`config.mk`:
```
export PLATFORM = sky130hd
export DESIGN_NAME = edo_dram_ctl
export DESIGN_NICKNAME = d
export VERILOG_FILES = /design/src/rtl/edo_pkg.sv /design/src/rtl/edo_sync.sv /design/src/rtl/edo_array.sv /design/src/rtl/edo_ctl.sv /design/src/rtl/edo_dram_ctl.sv
export SDC_FILE = /design/constraint.sdc
export NUM_CORES = 1
export LEC_CHECK = 0
export BUFFER_PORTS_ARGS = -buffer_cell sky130_fd_sc_hd__buf_2
export CORE_ASPECT_RATIO = 1.5
export CORE_MARGIN = 2
export CORE_UTILIZATION = 36
export CTS_CLUSTER_DIAMETER = 80
export DETAILED_ROUTE_END_ITERATION = 8
export HOLD_SLACK_MARGIN = 0.12
export PLACE_DENSITY = 0.79
export SYNTH_ARGS = -nofsm -noshare
export SYNTH_HDL_FRONTEND = slang
export SYNTH_SLANG_ARGS = --single-unit
```
`constraint.sdc`:
```
create_clock -name clk_i -period 1.09 [get_ports clk_i]
set_input_delay 0.1635 -clock clk_i [delete_from_list [all_inputs] [get_ports clk_i]]
set_output_delay 0.1635 -clock clk_i [all_outputs]
set_load 0.03 [all_outputs]
```
`src/rtl/edo_pkg.sv`:
```
package edo_pkg;
  typedef enum logic [1:0] {
    ACC_IDLE  = 2'd0,
    ACC_READ  = 2'd1,
    ACC_EARLY = 2'd2,
    ACC_LATE  = 2'd3
  } acc_e;

  localparam int unsigned SYNC_STAGES = 2;
  localparam int unsigned LANES       = 2;
endpackage

```
`src/rtl/edo_sync.sv`:
```
module edo_sync #(
  parameter int unsigned W       = 1,
  parameter int unsigned STAGES  = 2,
  parameter logic [W-1:0] RST_VAL = '0
) (
  input  logic         clk_i,
  input  logic         rst_ni,
  input  logic [W-1:0] d_i,
  output logic [W-1:0] q_o
);
  logic [W-1:0] st_q [STAGES];

  for (genvar g = 0; g < STAGES; g++) begin : g_stage
    always_ff @(posedge clk_i or negedge rst_ni) begin
      if (!rst_ni) st_q[g] <= RST_VAL;
      else if (g == 0) st_q[g] <= d_i;
      else st_q[g] <= st_q[(g == 0) ? 0 : g-1];
    end
  end

  assign q_o = st_q[STAGES-1];
endmodule

```
`src/rtl/edo_array.sv`:
```
module edo_array #(
  parameter int unsigned ROW_W  = 4,
  parameter int unsigned COL_W  = 5,
  parameter int unsigned DATA_W = 16
) (
  input  logic                clk_i,
  input  logic                rst_ni,
  input  logic [ROW_W-1:0]    row_i,
  input  logic [COL_W-1:0]    col_i,
  input  logic                wr_en_i,
  input  logic [1:0]          be_i,
  input  logic [DATA_W-1:0]   wdata_i,
  output logic [DATA_W-1:0]   rdata_o
);
  localparam int unsigned DEPTH = (1 << (ROW_W + COL_W));
  localparam int unsigned LANE_W = DATA_W / 2;

  logic [DATA_W-1:0] mem_q [DEPTH];
  logic [ROW_W+COL_W-1:0] idx;

  assign idx = {row_i, col_i};

  for (genvar l = 0; l < 2; l++) begin : g_lane
    always_ff @(posedge clk_i or negedge rst_ni) begin
      if (!rst_ni) begin
        for (int i = 0; i < DEPTH; i++) mem_q[i][l*LANE_W +: LANE_W] <= '0;
      end else if (wr_en_i && be_i[l]) begin
        mem_q[idx][l*LANE_W +: LANE_W] <= wdata_i[l*LANE_W +: LANE_W];
      end
    end
  end

  assign rdata_o = mem_q[idx];
endmodule

```
`src/rtl/edo_ctl.sv`:
```
module edo_ctl
  import edo_pkg::*;
#(
  parameter int unsigned ROW_W  = 4,
  parameter int unsigned COL_W  = 5,
  parameter int unsigned ADDR_W = 5,
  parameter int unsigned DATA_W = 16
) (
  input  logic              clk_i,
  input  logic              rst_ni,
  input  logic              ras_i,
  input  logic              casl_i,
  input  logic              cash_i,
  input  logic              we_i,
  input  logic              oe_i,
  input  logic [ADDR_W-1:0] addr_i,
  input  logic [DATA_W-1:0] rdata_i,
  output logic [ROW_W-1:0]  row_o,
  output logic [COL_W-1:0]  col_o,
  output logic              wr_en_o,
  output logic [1:0]        wr_be_o,
  output logic [DATA_W-1:0] dq_o,
  output logic              dq_oe_o
);
  logic p_ras, p_cl, p_ch, p_we, p_oe;
  logic [ROW_W-1:0] row_q;
  logic [COL_W-1:0] col_q;
  logic [DATA_W-1:0] edo_q;
  logic armed_q;
  acc_e mode_q;

  logic ras_fall, ras_rel, cl_f, ch_f, cas_any, cas_start, we_f, oe_rel;
  logic late_evt, late_ok, late_abort, rd_load;
  logic [1:0] lane_early;

  always_ff @(posedge clk_i or negedge rst_ni) begin
    if (!rst_ni) {p_ras, p_cl, p_ch, p_we, p_oe} <= '0;
    else {p_ras, p_cl, p_ch, p_we, p_oe} <= {ras_i, casl_i, cash_i, we_i, oe_i};
  end

  assign ras_fall  = ras_i & ~p_ras;
  assign ras_rel   = ~ras_i & p_ras;
  assign cl_f      = casl_i & ~p_cl;
  assign ch_f      = cash_i & ~p_ch;
  assign cas_any   = casl_i | cash_i;
  assign cas_start = cas_any & ~(p_cl | p_ch);
  assign we_f      = we_i & ~p_we;
  assign oe_rel    = ~oe_i & p_oe;

  // early: WE already low when a lane falls
  assign lane_early = {ch_f, cl_f} & {2{we_i & ras_i}};
  // late: WE falls under a read column cycle
  assign late_evt   = we_f & (p_cl | p_ch) & cas_any & ras_i & (mode_q == ACC_READ);
  assign late_ok    = late_evt & ~oe_i;
  assign late_abort = late_evt & oe_i;
  assign rd_load    = cas_start & ~we_i & ras_i;

  assign wr_be_o = lane_early | (late_ok ? {cash_i, casl_i} : 2'b00);
  assign wr_en_o = |wr_be_o;
  assign row_o   = row_q;
  assign col_o   = cas_start ? addr_i[COL_W-1:0] : col_q;

  always_ff @(posedge clk_i or negedge rst_ni) begin
    if (!rst_ni) begin
      row_q <= '0;
      col_q <= '0;
    end else begin
      if (ras_fall)  row_q <= addr_i[ROW_W-1:0];
      if (cas_start) col_q <= addr_i[COL_W-1:0];
    end
  end

  always_ff @(posedge clk_i or negedge rst_ni) begin
    if (!rst_ni) begin
      mode_q  <= ACC_IDLE;
      armed_q <= 1'b0;
      edo_q   <= '0;
    end else if (ras_rel) begin
      mode_q  <= ACC_IDLE;
      armed_q <= 1'b0;
    end else if (rd_load) begin
      mode_q  <= ACC_READ;
      armed_q <= 1'b1;
      edo_q   <= rdata_i;
    end else if (cas_start && we_i) begin
      mode_q  <= ACC_EARLY;
      armed_q <= 1'b0;
    end else if (late_ok) begin
      mode_q  <= ACC_LATE;
      armed_q <= 1'b0;
    end else if (oe_rel && !cas_any) begin
      armed_q <= 1'b0;
    end
  end

  assign dq_oe_o = armed_q & ras_i & oe_i;
  assign dq_o    = dq_oe_o ? edo_q : '0;

  assert_ras_end_hiz_R11: assert property (@(posedge clk_i) disable iff (!rst_ni)
    ras_rel |=> !dq_oe_o);
  assert_early_hiz_R6: assert property (@(posedge clk_i) disable iff (!rst_ni)
    (mode_q == ACC_EARLY) |-> !dq_oe_o);
  assert_abort_keeps_R8: assert property (@(posedge clk_i) disable iff (!rst_ni)
    late_abort |=> (armed_q && $stable(edo_q)));
  assert_edo_hold_R4: assert property (@(posedge clk_i) disable iff (!rst_ni)
    (dq_oe_o && $past(dq_oe_o) && !$past(rd_load)) |-> $stable(dq_o));
  assert_write_needs_we_R7: assert property (@(posedge clk_i) disable iff (!rst_ni)
    wr_en_o |-> (we_i && ras_i && cas_any));
endmodule

```
`src/rtl/edo_dram_ctl.sv`:
```
module edo_dram_ctl
  import edo_pkg::*;
#(
  parameter int unsigned ROW_W  = 4,
  parameter int unsigned COL_W  = 5,
  parameter int unsigned DATA_W = 16,
  parameter int unsigned ADDR_W = (ROW_W > COL_W) ? ROW_W : COL_W
) (
  input  logic              clk_i,
  input  logic              rst_ni,
  input  logic              ras_ni,
  input  logic              casl_ni,
  input  logic              cash_ni,
  input  logic              we_ni,
  input  logic              oe_ni,
  input  logic [ADDR_W-1:0] addr_i,
  input  logic [DATA_W-1:0] dq_i,
  output logic [DATA_W-1:0] dq_o,
  output logic              dq_oe_o
);
  localparam int unsigned BUS_W = ADDR_W + DATA_W;

  logic [4:0] strb_n_s;
  logic [BUS_W-1:0] bus_s;
  logic [ADDR_W-1:0] addr_s;
  logic [DATA_W-1:0] data_s, rdata;
  logic [ROW_W-1:0] row;
  logic [COL_W-1:0] col;
  logic wr_en;
  logic [1:0] wr_be;

  edo_sync #(.W(5), .STAGES(SYNC_STAGES), .RST_VAL(5'b11111)) i_sync_strb (
    .clk_i, .rst_ni,
    .d_i({ras_ni, casl_ni, cash_ni, we_ni, oe_ni}),
    .q_o(strb_n_s)
  );

  edo_sync #(.W(BUS_W), .STAGES(SYNC_STAGES), .RST_VAL('0)) i_sync_bus (
    .clk_i, .rst_ni,
    .d_i({addr_i, dq_i}),
    .q_o(bus_s)
  );

  assign {addr_s, data_s} = bus_s;

  edo_ctl #(.ROW_W(ROW_W), .COL_W(COL_W), .ADDR_W(ADDR_W), .DATA_W(DATA_W)) i_ctl (
    .clk_i, .rst_ni,
    .ras_i(~strb_n_s[4]), .casl_i(~strb_n_s[3]), .cash_i(~strb_n_s[2]),
    .we_i(~strb_n_s[1]), .oe_i(~strb_n_s[0]),
    .addr_i(addr_s), .rdata_i(rdata),
    .row_o(row), .col_o(col), .wr_en_o(wr_en), .wr_be_o(wr_be),
    .dq_o, .dq_oe_o
  );

  edo_array #(.ROW_W(ROW_W), .COL_W(COL_W), .DATA_W(DATA_W)) i_array (
    .clk_i, .rst_ni,
    .row_i(row), .col_i(col), .wr_en_i(wr_en), .be_i(wr_be),
    .wdata_i(data_s), .rdata_o(rdata)
  );
endmodule

```
==> impl_metrics.py, run 1 <==
metrics = {
    "timing": {
        "final_period_demand_of_the_worst_path_ns": 1.31,
        "timing.final.crit_share_pct": 120,
        "slew_violations": 0,
        "fmax_mhz": 762,
        "grt_setup_unrepaired": "yes",
        "hold_violations": 0,
        "final.setup.worst_slack_ns": -0.222,
        "finish_stage_setup_viols": 4,
        "final.setup_skew_ns": 0.00707,
    },
    "worst_hold_path": {
        "worstHoldPathType": "primary input to asynchronous set/reset pin",
    },
    "drt": {
        "final_antenna_net_count": 0,
        "first_iter_violations": 4,
        "vias": 406,
        "drt_pre_antenna_iters": 4,
        "routed_wirelength_um": 1030,
        "remaining_drc_errors": 0,
        "routed_len_inst_um": 10.4,
        "post_drt_via_cell_ratio": 4.10,
    },
    "yosys": {
        "postSynthRegisterBits": 18,
        "synth_top_area_share_pct": 36.6,
        "synth_area_leader_cell": "sky130_fd_sc_hd__dfstp_2",
        "synthMuxAreaShare_pct": 0,
        "synthXorXnorAreaFrac_pct": 0,
        "synthesized_area_fraction_occupied_by_and_or_nand_nor_cells_pct": 7.49,
        "syn_inst": 55,
        "synth_enable_flop_cells": 0,
        "dominant_combinational_cell_family_by_area_after_synthesis": "buffers and inverters",
        "yosys-top-cells-count": "sky130_fd_sc_hd__buf_4 (16), sky130_fd_sc_hd__dfstp_2 (10), sky130_fd_sc_hd__dfrtp_1 (8)",
        "synth_area_leaders": "sky130_fd_sc_hd__dfstp_2 (37%), sky130_fd_sc_hd__dfrtp_1 (28%), sky130_fd_sc_hd__buf_4 (17%)",
        "dominantRegCellSynth": "sky130_fd_sc_hd__dfstp_2",
        "synth-compound-area-share_pct": 8.19,
        "yosys_warnings": 16384,
        "synth_most_common_cell": "sky130_fd_sc_hd__buf_4",
        "synth.yosys.seq_area_share_pct": 64.5,
        "avgSynthCellArea_um2": 13.1,
        "area_share_of_fa_ha_maj_cells_after_synthesis_pct": 0,
        "ys_async_sr_fraction_pct": 100,
        "mappedNetlistArea_um2": 718,
        "ys_types": 19,
    },
    "setup_path": {
        "setup.worst_path.class": "register to primary output",
        "ff2ff_setup_slack_ns": -0.17,
        "required_time_worst_endpoint_ns": 0.93,
        "critical_path.cell_chain": "inv_2 -> and3_4 -> buf_6",
        "slowest_stage_delay_on_critical_path_ns": 0.55,
        "path_buf_inv": 2,
        "regToRegEndpoint": "i_ctl.mode_q[1]",
        "crit_path_max_fanout": 2,
        "critical-path-top-delay-family": "flip-flops",
        "worst_r2r_path_depth": 4,
        "worstPathArrival_ns": 1.15,
        "cp-start-kind": "register",
        "cpMaxStageDelayCell": "sky130_fd_sc_hd__dfstp_2",
        "end_kind": "primary output",
        "r2r_start": "i_sync_strb.q_o[4]",
    },
    "final_layout": {
        "fin_area_um2": 892,
        "fill_cells": 169,
        "layout-drive-gt1-share_pct": 46.2,
        "area_growth_pct": 24.2,
        "diodes": 0,
        "final_nets": 108,
    },
    "die": {
        "floorplan.io_pins": 45,
        "die_h_um": 58.7,
        "rows": 19,
        "die_w_um": 40.5,
        "placeableCoreArea_um2": 1850,
        "start_util_pct": 38.7,
        "die_area_um2": 2380,
    },
    "power_and_ir_drop": {
        "total_switching_power_uw": 310,
        "switching_power_as_a_share_of_total_power_pct": 25.3,
        "comb_power_share_pct": 15.0,
        "power.density_cell_area_nw_per_um2": 1370,
        "power_mw": 1.22,
        "pwr-share-clk_pct": 24.2,
        "power.leakage_nw": 0.422,
        "ir_drop_uv": 855,
        "internal-power_uw": 914,
        "share_seq_of_total_power_pct": 60.8,
    },
    "clocking": {
        "clk-insertion-delay-late_ns": 0.28,
        "clock_pin_transition_on_the_worst_setup_and_hold_timing_paths_ns": 0.09,
        "cts_tree": "built",
        "cts.root.buffer_cell": "sky130_fd_sc_hd__clkbuf_4",
        "clock_sinks": 18,
        "h-tree-depth": 1,
        "cts-root-to-sink-buffers": 2,
        "numCtsBuffers": 3,
    },
    "global_routing": {
        "grt_start_max_net_pins": 19,
        "grtUsageTotal_pct": 10.9,
        "grt_antenna_before_repair": 0,
        "grt_pass1_vias": 443,
        "grt_pass1_wl_um": 1730,
        "globalRouteOverflowTotal": 0,
    },
    "placed_design": {
        "place_hpwl_um": 694,
        "port-buffer-count": 7,
        "place_congestion": 0.755,
        "placedInstanceArea_um2": 746,
    },
    "status": {
        "status": "finished, violations left",
        "failing_checks": "setup timing",
    },
    "job": {
        "maxCapViolations": 0,
    },
}
## kinds of logic after synthesis
family,count (synthesis)
buf+inv,21
other cells,1
compound gates,6
simple gates,9
flops,18
## worst register-to-register path: stages, from the launching register on
cell and delay, ns:
sky130_fd_sc_hd__dfstp_2 0.55, sky130_fd_sc_hd__buf_4 0.11, sky130_fd_sc_hd__buf_6 0.10, sky130_fd_sc_hd__a21boi_2 0.06, sky130_fd_sc_hd__o311a_1 0.33
## power groups by stage
stage	registers, mW	clock network (mW)	logic, mW
after floorplan	0.751	0	0.146
after CTS	0.744	0.323	0.179
after detailed placement	0.755	0	0.144
after global routing	0.749	0.342	0.201
after global placement	0.753	0	0.141
final	0.744	0.296	0.183
## what timing repair did
item,4_1_cts,5_1_grt
pin swaps,5,2
gates resized for setup,9,1
hold buffers,6,0
setup buffers,3,1
hold endpoints to repair,23,0
cloned,0,0
setup endpoints to repair,4,4
## registers in the layout, indices dropped and copies added (netlist names)
register	cells
i_ctl.p_oe	1
i_ctl.armed_q	1
i_ctl.p_cl	1
i_ctl.mode_q	2
i_sync_strb.st_q	5
i_ctl.p_we	1
i_ctl.p_ras	1
i_sync_strb.q_o	5
i_ctl.p_ch	1
## layout by cell type, fill, tap and decap left out, drive strengths merged
master       count
o2bb2ai          1
o31ai            1
dfrtp            8
nand4bb          1
dlygate4sd3      6
clkbuf           3
nand2b           1
and3             1
nor2             1
a21boi           1
conb            16
nand2            1
nand4            1
a221oi           1
buf             15
dfstp           10
inv              5
nor4             1
a211oi           1
o311a            1
nand3            2
## worst max-delay path by stage
stage | startpoint | end | cells past startpoint | slack (ns)
after global routing | i_sync_strb.q_o[4] | dq_oe_o | 3 | -0.27
after global placement | i_sync_strb.q_o[3] | i_ctl.mode_q[1] | 3 | -0.09
final | i_sync_strb.q_o[4] | dq_oe_o | 3 | -0.22
after CTS | i_sync_strb.q_o[4] | dq_oe_o | 3 | -0.24
after detailed placement | i_sync_strb.q_o[2] | i_ctl.mode_q[1] | 3 | -0.1
after floorplan | i_sync_strb.q_o[3] | i_ctl.mode_q[1] | 3 | -0.08
## layout make-up
cell class	count	area, um2	area share (%)
multi-input cells	31	193	21.6
inverters	5	18.8	2.10
clock buffers	3	22.5	2.52
repair buffers	21	169	18.9
flip-flops and latches	18	463	51.9
well taps	21	26.3	2.95
## per-layer routing
layer	share of wire, %	up-vias	GRT usage (%)
li1	-	196	-
met1	36	193	11.9
met2	59	17	19.0
met3	4.6	0	1.51
met4	0	0	5.71
met5	0	-	0
## stage by stage
stage	utilization [%]	setup TNS, ns	worst slack [ns]	hold slack [ns]	std cells
global route	48.1	-0.743	-0.267	0.361	99
floorplan	-	-0.0783	-0.0783	-0.132	70
finish	48.1	-0.505	-0.222	0.316	99
CTS	47.6	-0.537	-0.242	0.311	98
detailed placement	40.2	-0.217	-0.0971	0.0985	86
global placement	40.2	-0.196	-0.0941	0.0927	86
(Power assumes the default switching activity.)
==> inputs of run 2 (changes only) <==
clock period = 1.2 ns   (was 1.09 ns; I/O delays follow)
==> impl_metrics.py, run 2 (synthesized netlist as in run 1, its figures left out) <==
metrics = {
    "placed_design": {
        "place_hpwl_um": 695,
        "place_ws_ns": 0.000208,
        "port-buffer-count": 7,
        "place_congestion": 0.719,
    },
    "timing": {
        "fmax_mhz": 754,
        "final.setup_skew_ns": 0.000716,
        "timing.final.crit_share_pct": 110,
        "finish_stage_setup_viols": 3,
        "grt_setup_unrepaired": "yes",
        "slew_violations": 0,
        "final.setup.worst_slack_ns": -0.126,
        "hold_violations": 0,
        "final_period_demand_of_the_worst_path_ns": 1.33,
    },
    "drt": {
        "routed_wirelength_um": 1010,
        "final_antenna_net_count": 0,
        "met2RoutedLength_um": 568,
        "dr_wl_met3_um": 45,
        "drt_pre_antenna_iters": 1,
        "vias": 431,
        "detail_route.wirelength.met1_um": 353,
        "remaining_drc_errors": 0,
        "routed_len_inst_um": 10.1,
        "top_signal_layer_used": "met4",
        "first_iter_violations": 0,
        "post_drt_via_cell_ratio": 4.31,
    },
    "worst_hold_path": {
        "worstHoldPathType": "primary input to asynchronous set/reset pin",
    },
    "clocking": {
        "cts.root.buffer_cell": "sky130_fd_sc_hd__clkbuf_4",
        "numCtsBuffers": 3,
        "cts_tree": "built",
        "h-tree-depth": 1,
        "clock_sinks": 18,
        "cts-root-to-sink-buffers": 2,
        "clk-insertion-delay-late_ns": 0.28,
        "clock_pin_transition_on_the_worst_setup_and_hold_timing_paths_ns": 0.08,
    },
    "die": {
        "start_util_pct": 38.7,
        "die_area_um2": 2380,
        "rows": 19,
        "die_h_um": 58.7,
        "die_w_um": 40.5,
        "floorplan.io_pins": 45,
        "placeableCoreArea_um2": 1850,
    },
    "global_routing": {
        "grt_pass1_vias": 403,
        "grt_pass1_wl_um": 1550,
        "grt_antenna_before_repair": 0,
        "grt_start_max_net_pins": 19,
        "globalRouteOverflowTotal": 0,
        "grtUsageTotal_pct": 10.3,
    },
    "setup_path": {
        "end_kind": "primary output",
        "cp-start-kind": "register",
        "r2r_start": "i_sync_strb.q_o[4]",
        "ff2ff_setup_slack_ns": -0.04,
        "worstPathArrival_ns": 1.15,
        "crit_path_max_fanout": 2,
        "required_time_worst_endpoint_ns": 1.02,
        "worst_r2r_path_depth": 4,
        "setup.worst_path.class": "register to primary output",
        "regToRegEndpoint": "i_ctl.mode_q[1]",
    },
    "final_layout": {
        "diodes": 0,
        "final_nets": 109,
        "most_frequent_cells_in_the_layout": "sky130_fd_sc_hd__conb_1 (16), sky130_fd_sc_hd__dfstp_2 (10), sky130_fd_sc_hd__dfrtp_1 (8), sky130_fd_sc_hd__buf_4 (8)",
        "area_growth_pct": 23.5,
        "most_frequent_standard_cell_in_the_layout_excluding_fill_and_tap_cells": "sky130_fd_sc_hd__conb_1",
        "layout-drive-gt1-share_pct": 44.3,
    },
    "power_and_ir_drop": {
        "power.leakage_nw": 0.423,
        "power_mw": 1.11,
        "power.density_cell_area_nw_per_um2": 1250,
        "ir_drop_uv": 865,
    },
    "status": {
        "status": "finished, violations left",
        "failing_checks": "setup timing",
    },
    "job": {
        "maxCapViolations": 0,
    },
}
[run 2: changes by cell type in the layout (fill, tap and decap cells not counted), sizes merged]
cell,previous run,this run
buf,15,16
[run 2: cell type report]
class	count	area [um2]
Sequential cell	18	463
Multi-Input combinational cell	31	184
Tap cell	21	26.3
Timing Repair Buffer	22	173
Inverter	5	18.8
Fill cell	173	967
Clock buffer	3	22.5
[run 2: per-stage QoR]
stage                     std cells  TNS, ns  utilization [%]  hold slack (ns)  area, um2
after floorplan                  70        0                -           -0.116        774
after global placement           86        0             40.2            0.109        746
after detailed placement         86        0             40.2            0.119        746
after CTS                        99   -0.209             47.4            0.345        880
after global routing            100   -0.344             47.8            0.364        887
final                           100   -0.165             47.8            0.345        887
[run 2: worst max path at each step]
stage                            to  depth (start not counted)                from
finish                      dq_oe_o                          3  i_sync_strb.q_o[0]
global placement    i_ctl.mode_q[1]                          3  i_sync_strb.q_o[2]
CTS                         dq_oe_o                          3  i_sync_strb.q_o[0]
floorplan           i_ctl.mode_q[1]                          3  i_sync_strb.q_o[2]
detailed placement  i_ctl.mode_q[1]                          3  i_sync_strb.q_o[2]
global route                dq_oe_o                          3  i_sync_strb.q_o[0]
[run 2: repair_timing]
action | 4_1_cts | 5_1_grt
setup buffers | 4 | 1
endpoints found under the setup margin | 3 | 3
pin swaps | 3 | 1
gates resized for setup | 7 | 0
hold buffers | 6 | 0
hold endpoints to repair | 23 | 0
[run 2: report_power, final]
part | internal (mW) | total [mW] | switching (mW)
clock | 0.116 | 0.268 | 0.152
combinational | 0.0582 | 0.164 | 0.106
sequential | 0.655 | 0.675 | 0.0197
[run 2: layer usage]
layer | track usage [%] | vias to the layer above
met5 | 0 | -
met4 | 10.0 | 0
met3 | 1.13 | 4
met2 | 16.8 | 19
met1 | 10.2 | 211
li1 | - | 197
[run 2: worst max-delay path, stage by stage (launching register included)]
cell and delay (ns):
sky130_fd_sc_hd__dfstp_2 0.54, sky130_fd_sc_hd__inv_2 0.04, sky130_fd_sc_hd__and3_4 0.16, sky130_fd_sc_hd__buf_6 0.13
